$ cat src/rtl/fpx_pkg.sv
package fpx_pkg;
  localparam int EXT_W     = 80;
  localparam int EXT_EXP_W = 15;
  localparam int EXT_SIG_W = 64;
  localparam int EXT_BIAS  = 16383;
  localparam int MASK_BIT  = 1;

  typedef enum logic [1:0] {
    FMT_SGL     = 2'd0,
    FMT_DBL     = 2'd1,
    FMT_EXT     = 2'd2,
    FMT_EXT_ALT = 2'd3
  } fmt_e;

  typedef struct packed {
    logic                 sign;
    logic [EXT_EXP_W-1:0] expo;
    logic [EXT_SIG_W-1:0] sig;
  } ext_t;
endpackage

$ cat src/rtl/fpx_lzc.sv
module fpx_lzc #(
  parameter int W  = 23,
  localparam int CW = $clog2(W + 1)
) (
  input  logic [W-1:0]  vec,
  output logic [CW-1:0] cnt
);
  logic found;

  always_comb begin
    cnt   = '0;
    found = 1'b0;
    for (int i = W - 1; i >= 0; i--) begin
      if (!found) begin
        if (vec[i]) found = 1'b1;
        else        cnt   = cnt + CW'(1);
      end
    end
  end
endmodule

$ cat src/rtl/fpx_widen.sv
module fpx_widen
  import fpx_pkg::*;
#(
  parameter int EXP_W  = 8,
  parameter int FRAC_W = 23,
  localparam int SRC_W    = 1 + EXP_W + FRAC_W,
  localparam int BIAS     = (1 << (EXP_W - 1)) - 1,
  localparam int PAD      = EXT_SIG_W - 1 - FRAC_W,
  localparam int NORM_OFF = EXT_BIAS - BIAS,
  localparam int DEN_BASE = EXT_BIAS + 1 - BIAS,
  localparam int LZW      = $clog2(FRAC_W + 1)
) (
  input  logic [SRC_W-1:0] src,
  output ext_t             res,
  output logic             is_den
);
  logic              sgn;
  logic [EXP_W-1:0]  e;
  logic [FRAC_W-1:0] f;
  logic [LZW-1:0]    lz;
  logic [6:0]        sh;
  logic              e_zero, e_ones, f_nz;

  assign sgn    = src[SRC_W-1];
  assign e      = src[SRC_W-2:FRAC_W];
  assign f      = src[FRAC_W-1:0];
  assign e_zero = (e == '0);
  assign e_ones = &e;
  assign f_nz   = |f;
  assign is_den = e_zero & f_nz;

  fpx_lzc #(.W(FRAC_W)) u_lzc (.vec(f), .cnt(lz));

  assign sh = 7'(lz) + 7'd1;

  always_comb begin
    res.sign = sgn;
    if (e_ones) begin
      res.expo = '1;
      res.sig  = {1'b1, f, {PAD{1'b0}}};
    end else if (e_zero && !f_nz) begin
      res.expo = '0;
      res.sig  = '0;
    end else if (e_zero) begin
      res.sig  = {1'b0, f, {PAD{1'b0}}} << sh;
      res.expo = EXT_EXP_W'(DEN_BASE) - {{(EXT_EXP_W-7){1'b0}}, sh};
    end else begin
      res.expo = EXT_EXP_W'(NORM_OFF) + {{(EXT_EXP_W-EXP_W){1'b0}}, e};
      res.sig  = {1'b1, f, {PAD{1'b0}}};
    end
  end
endmodule

$ cat src/rtl/fpx_screen.sv
module fpx_screen
  import fpx_pkg::*;
(
  input  logic [1:0]       fmt,
  input  logic [EXT_W-2:0] opnd,
  output logic             den
);
  always_comb begin
    unique case (fmt)
      FMT_SGL: den = (opnd[30:23] == '0) && (opnd[22:0] != '0);
      FMT_DBL: den = (opnd[62:52] == '0) && (opnd[51:0] != '0);
      default: den = (opnd[78:64] == '0) && (opnd[63:0] != '0);
    endcase
  end
endmodule

$ cat src/rtl/fpx_load_conv.sv
module fpx_load_conv
  import fpx_pkg::*;
(
  input  logic              clk,
  input  logic              rst,
  input  logic              req_valid,
  input  logic [1:0]        req_fmt,
  input  logic [EXT_W-1:0]  req_data,
  input  logic              chk_valid,
  input  logic [1:0]        chk_fmt,
  input  logic [EXT_W-1:0]  chk_data,
  input  logic [15:0]       ctrl_word,
  input  logic              clr_exc,
  output logic              out_valid,
  output logic [EXT_W-1:0]  out_value,
  output logic              reg_we,
  output logic              stack_push,
  output logic              status_de,
  output logic              handler_req
);
  ext_t             cv_s, cv_d;
  logic             den_s, den_d, ck_den, ld_den;
  logic [EXT_W-1:0] conv;
  logic             masked, hit, trap, commit;
  logic             unused_bits;

  assign unused_bits = ^{ctrl_word[15:2], ctrl_word[0], chk_data[EXT_W-1]};

  fpx_widen #(.EXP_W(8),  .FRAC_W(23)) u_sgl (
    .src(req_data[31:0]), .res(cv_s), .is_den(den_s));
  fpx_widen #(.EXP_W(11), .FRAC_W(52)) u_dbl (
    .src(req_data[63:0]), .res(cv_d), .is_den(den_d));
  fpx_screen u_scr (.fmt(chk_fmt), .opnd(chk_data[EXT_W-2:0]), .den(ck_den));

  always_comb begin
    unique case (req_fmt)
      FMT_SGL: begin conv = cv_s;     ld_den = den_s; end
      FMT_DBL: begin conv = cv_d;     ld_den = den_d; end
      default: begin conv = req_data; ld_den = 1'b0;  end
    endcase
  end

  assign masked = ctrl_word[MASK_BIT];
  assign hit    = (req_valid & ld_den) | (chk_valid & ck_den);
  assign trap   = hit & ~masked;
  assign commit = req_valid & ~trap;

  always_ff @(posedge clk) begin
    if (rst) begin
      out_valid   <= 1'b0;
      out_value   <= '0;
      reg_we      <= 1'b0;
      stack_push  <= 1'b0;
      status_de   <= 1'b0;
      handler_req <= 1'b0;
    end else begin
      out_valid   <= req_valid;
      reg_we      <= commit;
      stack_push  <= commit;
      handler_req <= trap;
      status_de   <= (status_de & ~clr_exc) | hit;
      if (commit) out_value <= conv;
    end
  end
endmodule

$ cat config.mk
export PLATFORM = sky130hd
export DESIGN_NAME = fpx_load_conv
export DESIGN_NICKNAME = d
export VERILOG_FILES = /design/src/rtl/fpx_pkg.sv /design/src/rtl/fpx_lzc.sv /design/src/rtl/fpx_widen.sv /design/src/rtl/fpx_screen.sv /design/src/rtl/fpx_load_conv.sv
export SDC_FILE = /design/constraint.sdc
export NUM_CORES = 1
export LEC_CHECK = 0
export BUFFER_PORTS_ARGS = -buffer_cell sky130_fd_sc_hd__buf_2
export CAP_MARGIN = 15
export CORE_MARGIN = 2
export CORE_UTILIZATION = 60
export DETAILED_ROUTE_END_ITERATION = 7
export PLACE_DENSITY = 0.8
export SKIP_LAST_GASP = 1
export SYNTH_ARGS = -nofsm -noshare
export SYNTH_HDL_FRONTEND = slang
export SYNTH_SLANG_ARGS = --single-unit
$ cat constraint.sdc
create_clock -name clk -period 42.2 [get_ports clk]
set_input_delay 0 -clock clk [delete_from_list [all_inputs] [get_ports clk]]
set_output_delay 0 -clock clk [all_outputs]
set_load 0.03 [all_outputs]
---- Word level (Yosys, flattened, before mapping) ----
Cells that the tools add are included.
storage, ports and cells
  flip-flop bits (word level) ............. 84
  input port bits ......................... 185
  output and inout bits ................... 85
  logic and storage cells ................. 400
cells by class
  add/sub/neg operators ................... 79
  eq/ne operators ......................... 2
  shift operators ......................... 2
  mux-type cells .......................... 279
  bitwise logic cells ..................... 12
  reductions and logical operators ........ 21
operators by type and width
  kind                                                                 count
  6-bit two-way mux                                                    102
  79-bit two-way mux                                                   6
  6-bit by 1-bit adder with 6-bit output, second input constant        51
  5-bit two-way mux                                                    44
  80-bit one-hot mux with 2 select lines                               1
  63-bit by 7-bit left shift with 64-bit output                        2
  1-bit two-way mux                                                    124
  5-bit by 1-bit adder with 5-bit output, second input constant        22
  64-bit nonzero test                                                  1
  52-bit nonzero test                                                  1
  52-bit OR reduction                                                  1
  14-bit by 7-bit subtractor with 15-bit output, first input constant  2
  23-bit nonzero test                                                  1
  23-bit OR reduction                                                  1
  11-bit logical NOT                                                   2
  8-bit logical NOT                                                    2
  14-bit by 11-bit adder with 15-bit output, first input constant      1
  14-bit by 8-bit adder with 15-bit output, first input constant       1
  15-bit logical NOT                                                   1
  11-bit AND reduction                                                 1
  8-bit AND reduction                                                  1
  6-bit by 1-bit adder with 7-bit output, second input constant        1
  1-bit bitwise AND                                                    7
  5-bit by 1-bit adder with 6-bit output, second input constant        1
  other kinds (7)                                                      18

---- Longest topological paths before layout ----
  depth after elaboration ................. 160
  gate-level depth with buffers ........... 192
  mapped depth without buffers ............ 191

---- By module ----
From an unflattened synthesis, not the netlist that was laid out.
second synthesis, totals
  cell total of the unflattened synthesis .. 2760
  area total of the unflattened synthesis .. 21066.5 sq um
by module, submodules not included
  module                 instances  cells each  area each (sq um)  sequential area each (sq um)
  fpx_lzc (u_dbl.u_lzc)  1          1048        6927.9             0.0
  fpx_load_conv          1          552         5238.8             1681.6
  fpx_widen (u_dbl)      1          522         4401.7             0.0
  fpx_lzc (u_sgl.u_lzc)  1          319         2224.6             0.0
  fpx_widen (u_sgl)      1          285         2049.5             0.0
  fpx_screen             1          34          224.0              0.0

---- Worst setup path before layout ----
OpenSTA, ideal clock, no wires.
  kind .................................... input to register
  start ................................... input req_data[51]
  end ..................................... register out_value[49]
  setup time .............................. 120 ps
  arrival time ............................ 32191 ps
  required time ........................... 42080 ps
  setup slack ............................. 9889 ps
  stages on the path ...................... 190
  buffers on the path ..................... 3
  path through ............................ buf_2 > or2_2 > inv_1 > ha_1 > nor3_1 > nor2_1 > ha_1 > mux2i_1 > a21oi_1 > ha_1 > nand2_1 > nand2_1 > ha_1 > o21ai_0 > a21oi_1 > ha_1 > mux2_2 > o21ai_0 > [... 154 more ...] > o21ai_0 > a21oi_1 > ha_1 > inv_1 > o21ai_0 > o21ai_0 > a21oi_1 > ha_1 > clkinv_1 > buf_1 > clkbuf_1 > a21oi_1 > mux2i_1 > mux2i_1 > and3b_1 > o31ai_1 > a21oi_1 > o31a_1
between the ends
  word-level cells in the longest chain between the ends .. 160
  elaborated cells between the ends (all ways) .. 221
  classes of those cells .................. add/sub: 52; shift: 1; mux: 159; bitwise: 6; reduce/logical: 3
ends and longest elaborated chain
  what                                           RTL line             text
  from (decl)                                    fpx_load_conv.sv:8   input logic [EXT_W-1:0] req_data,
  1-bit two-way mux                              fpx_lzc.sv:15        if (vec[i]) found = 1'b1;
  6-bit by 1-bit adder with 6-bit output         fpx_lzc.sv:16        else cnt = cnt + CW'(1);
  6-bit two-way mux                              fpx_lzc.sv:15
  6-bit two-way mux                              fpx_lzc.sv:14        if (!found) begin
  6-bit by 1-bit adder with 6-bit output         fpx_lzc.sv:16
  6-bit two-way mux                              fpx_lzc.sv:15
  6-bit two-way mux                              fpx_lzc.sv:14
  6-bit by 1-bit adder with 6-bit output         fpx_lzc.sv:16
  [... 144 more ...]                             --
  6-bit two-way mux                              fpx_lzc.sv:15
  6-bit two-way mux                              fpx_lzc.sv:14
  6-bit by 1-bit adder with 7-bit output         fpx_widen.sv:34      assign sh = 7'(lz) + 7'd1;
  63-bit by 7-bit left shift with 64-bit output  fpx_widen.sv:45      res.sig = {1'b0, f, {PAD{1'b0}}} << sh;
  79-bit two-way mux                             fpx_widen.sv:44      end else if (e_zero) begin
  79-bit two-way mux                             fpx_widen.sv:41      end else if (e_zero && !f_nz) begin
  79-bit two-way mux                             fpx_widen.sv:38      if (e_ones) begin
  80-bit one-hot mux with 2 select lines         fpx_load_conv.sv:36  unique case (req_fmt)
  to (signal assigned)                           fpx_load_conv.sv:62  if (commit) out_value <= conv;
  to (decl)                                      fpx_load_conv.sv:15  output logic [EXT_W-1:0] out_value,
Several ways; a longest one is shown, not always the timed one.
A chain may end at the register's enable or synchronous reset.

---- Final worst setup path ----
  start ................................... input req_data[51]
  end ..................................... register out_value[41]
The elaborated chain is that of the path after synthesis.

==> impl_metrics.tcl <==
set metrics [dict create \
    status "finished, violations left" \
    violations "DRC, hold timing" \
    stdcell_area_um2 19200 \
    synth_area_per_cell_um2 6.77 \
    initial_core_util_pct 61.2 \
    rsz0062_at_grt "no" \
    placed_area_um2 18900 \
    vias 20900 \
    critPathArrivalTime_ns 37.54 \
    setup_slack_ns 4.85 \
    setup_viol 0 \
    hold_viol_final 1 \
    synth_area_um2 17600 \
    pre_cts_ws_ns 5.28 \
    place_congestion 1.02 \
    ioPinCount 270 \
    grt_overflow 0 \
    tightest_slew_ns 1.09 \
    crit_buf_inv 12 \
    synthArstFlopShare_pct 0 \
    fin_skew_ns 0 \
    worst_setup_path_end_kind "flop" \
    fmax_mhz 26.8 \
    cap_violations 0 \
    drive_gt1_share_pct 13.9 \
    clk_path_buf_depth 2 \
    cpPeakStageDelay_ns 0.99 \
    grt_pass1_vias 18900 \
    crit_required_ns 42.39 \
    synth_top_area_share_pct 11.9 \
    crit_start "req_data[51]" \
    cts_tree "yes" \
    wl_per_cell_um 21.7 \
    yosys_warnings 0 \
    hold_class "in -> reg" \
    ff2ff_path_depth 3 \
    cp.depth 187 \
    ys_ff_latch 84 \
    multi_input_area_um2 14900 \
    switching_share_pct 47.0 \
    slew_headroom_pct 26.8 \
    p_leak_nw 8.44 \
    grt.total_usage_pct 41.5 \
    die_w_um 175 \
    internal_power_mw 0.195 \
    min_from "req_data[73]" \
    die_h_um 175 \
    drt_iter0_drc 2945 \
    final.setup.tns_ns 0 \
    routed_wl_um 67100 \
    finalCriticalPeriod_ns 37.35 \
    setup.worst_path.class "in -> reg" \
    synth.distinct_cells 94 \
    synthTopCellsByArea "mux2i_1 (12%), dfxtp_1 (9.6%), nand2_1 (6.9%), a21oi_1 (6.4%), nor2_1 (6.1%)" \
    fp.dieArea_um2 30700 \
    synth_flop_cell "dfxtp_1" \
    fillCellCount 2637 \
    hold_slack_ns -0.00216 \
    min_period_over_period_pct 88.5 \
    slowest_stage "o21ai_0" \
    cts_buffers 9 \
    crit_end "out_value[41]$_SDFFE_PP0P_" \
    dp_hpwl_um 50500 \
    core_um2 28800 \
    postCtsResizedCells 0 \
    drcViolationCount 7 \
    worstSkewPairLatency_ns 0.35 \
    path_common_cell "ha_1" \
    r2r_end "out_value[58]$_SDFFE_PP0P_" \
    synth_top_cell_by_area "mux2i_1" \
    drtPass1Iterations 8 \
    core.rowCount 62 \
    syn-num-nets 2860 \
    insertedDiodeCount 0 \
    p_seq_share_pct 23.7 \
    synth_edf_count 0 \
    cts.sinks 84 \
    layout-area-overhead-vs-synth_pct 9.32 \
    powerDensity_nw_per_um2 19.1 \
    synthCells 2601 \
    grt_pass1_wl_um 102000 \
    final_nets 2968 \
    vias_per_cell 6.74 \
    antenna_found_initial 1 \
    r2r_slack_ns 41.25 \
    crit_fanout 49 \
    regArea_um2 1680 \
    ant_nets 0 \
    crit_family "adder cells" \
    clk_pin_slew_ns 0.08 \
    rr_startpoint "out_value[58]$_SDFFE_PP0P_" \
    htree_levels 3 \
    vdd_ir_drop_max_uv 16.4 \
    portBuffers 253 \
    netSwitchingPower_mw 0.173 \
    grt_max_degree 87 \
    pwr-share-clk_pct 22.2 \
    finalPower_mw 0.367 \
    startpoint_type "input port" \
    ys_seq_area_share_pct 9.55 \
    cts_root_buffer "clkbuf_16" \
    report.final.slew_viol_count 0 \
    p_comb_share_pct 54.1 \
]
## final cells by class
type,instances,area share (%)
timing repair buffer,289,8.09
inverter,94,1.83
tap,384,2.50
clock buffer,9,1.17
multi-input combinational,2231,77.2
clock inverter,7,0.423
sequential,84,8.74
## power by group through the flow
| stage | logic [mW] | clock network, mW | registers [mW] |
|---|---|---|---|
| floorplan | 0.123 | 0 | 0.0981 |
| global placement | 0.186 | 0 | 0.0885 |
| detailed placement | 0.190 | 0 | 0.0887 |
| CTS | 0.191 | 0.0816 | 0.0868 |
| global route | 0.212 | 0.0847 | 0.0874 |
| finish | 0.199 | 0.0815 | 0.0870 |
## flip-flops by register name, indices dropped and copies added, names as in the netlist
register	cells
out_value	80
handler_req	1
status_de	1
out_valid	1
stack_push	1
## layout by cell type (no fill, tap or decap), drive strengths merged, types with 48 or more instances in the layout
cell type  count
xnor2        114
inv           94
nand3         84
nor3          64
dfxtp         84
mux2i        210
a21oi        225
nor2         287
ha            74
nand2        325
o21ai        155
nor2b         48
buf          282
## synth_stat cells (all sizes together), types with 12 or more instances
cell and number:
a221o 17, xor2 43, o31ai 16, and2 23
inv 92, or2 14, a311oi 12, or4 16
nor4 44, or3 19, a211oi 45, o22ai 28
xnor2 114, nor2b 48, buf 39, mux2i 210
nand3 84, and3 15, nand2b 37, a21oi 225
ha 74, nand2 325, a22oi 37, mux2 27
a221oi 26, dfxtp 84, clkbuf 153, o21ai 155
nand4 18, nor3 64, nor2 287, a31oi 20
xnor3 18
## per-stage QoR
| stage | std cells | utilization (%) |
|---|---|---|
| floorplan | 2601 | - |
| global placement | 3075 | 65.6 |
| detailed placement | 3075 | 65.6 |
| CTS | 3098 | 66.9 |
| global route | 3098 | 66.9 |
| finish | 3098 | 66.9 |
## timing repair
item	4_1_cts	5_1_grt
setup buffers	0	0
hold endpoints to repair	7	0
hold buffers	7	0
## metal layers
layer / GRT usage, % / routed length [um]
met1: 53.2 / 26100
met2: 67.4 / 29900
met3: 8.64 / 7720
met4: 17.8 / 3440
met5: 0 / 13
## worst min path at each step
stage                                 endpoint  slack (ns)  cells after the start
detailed placement  out_value[75]$_SDFFE_PP0P_        0.27                      3
global route        out_value[73]$_SDFFE_PP0P_        0.02                      3
floorplan                 out_valid$_SDFF_PP0_        0.13                      1
finish              out_value[73]$_SDFFE_PP0P_      -0.002                      3
CTS                 out_value[73]$_SDFFE_PP0P_       0.003                      3
global placement    out_value[75]$_SDFFE_PP0P_        0.26                      3
## logic make-up (layout without fill, tap and decap cells)
family / count (synthesis) / after routing / share of synthesized area [%]
mux: 241 / 241 / 14.2
simple gates: 1034 / 1034 / 28.0
compound gates: 699 / 699 / 25.4
flops: 84 / 84 / 9.55
fa+ha+maj: 77 / 77 / 5.43
xor+xnor: 180 / 180 / 11.2
buf+inv: 286 / 399 / 6.29
## worst register-to-register path, stage by stage, from the launching register on
cell	delay, ns
dfxtp_1	0.34
nor2_1	0.06
or3_1	0.39
o41ai_1	0.07
No activity file was read; power rests on OpenSTA's default activity.
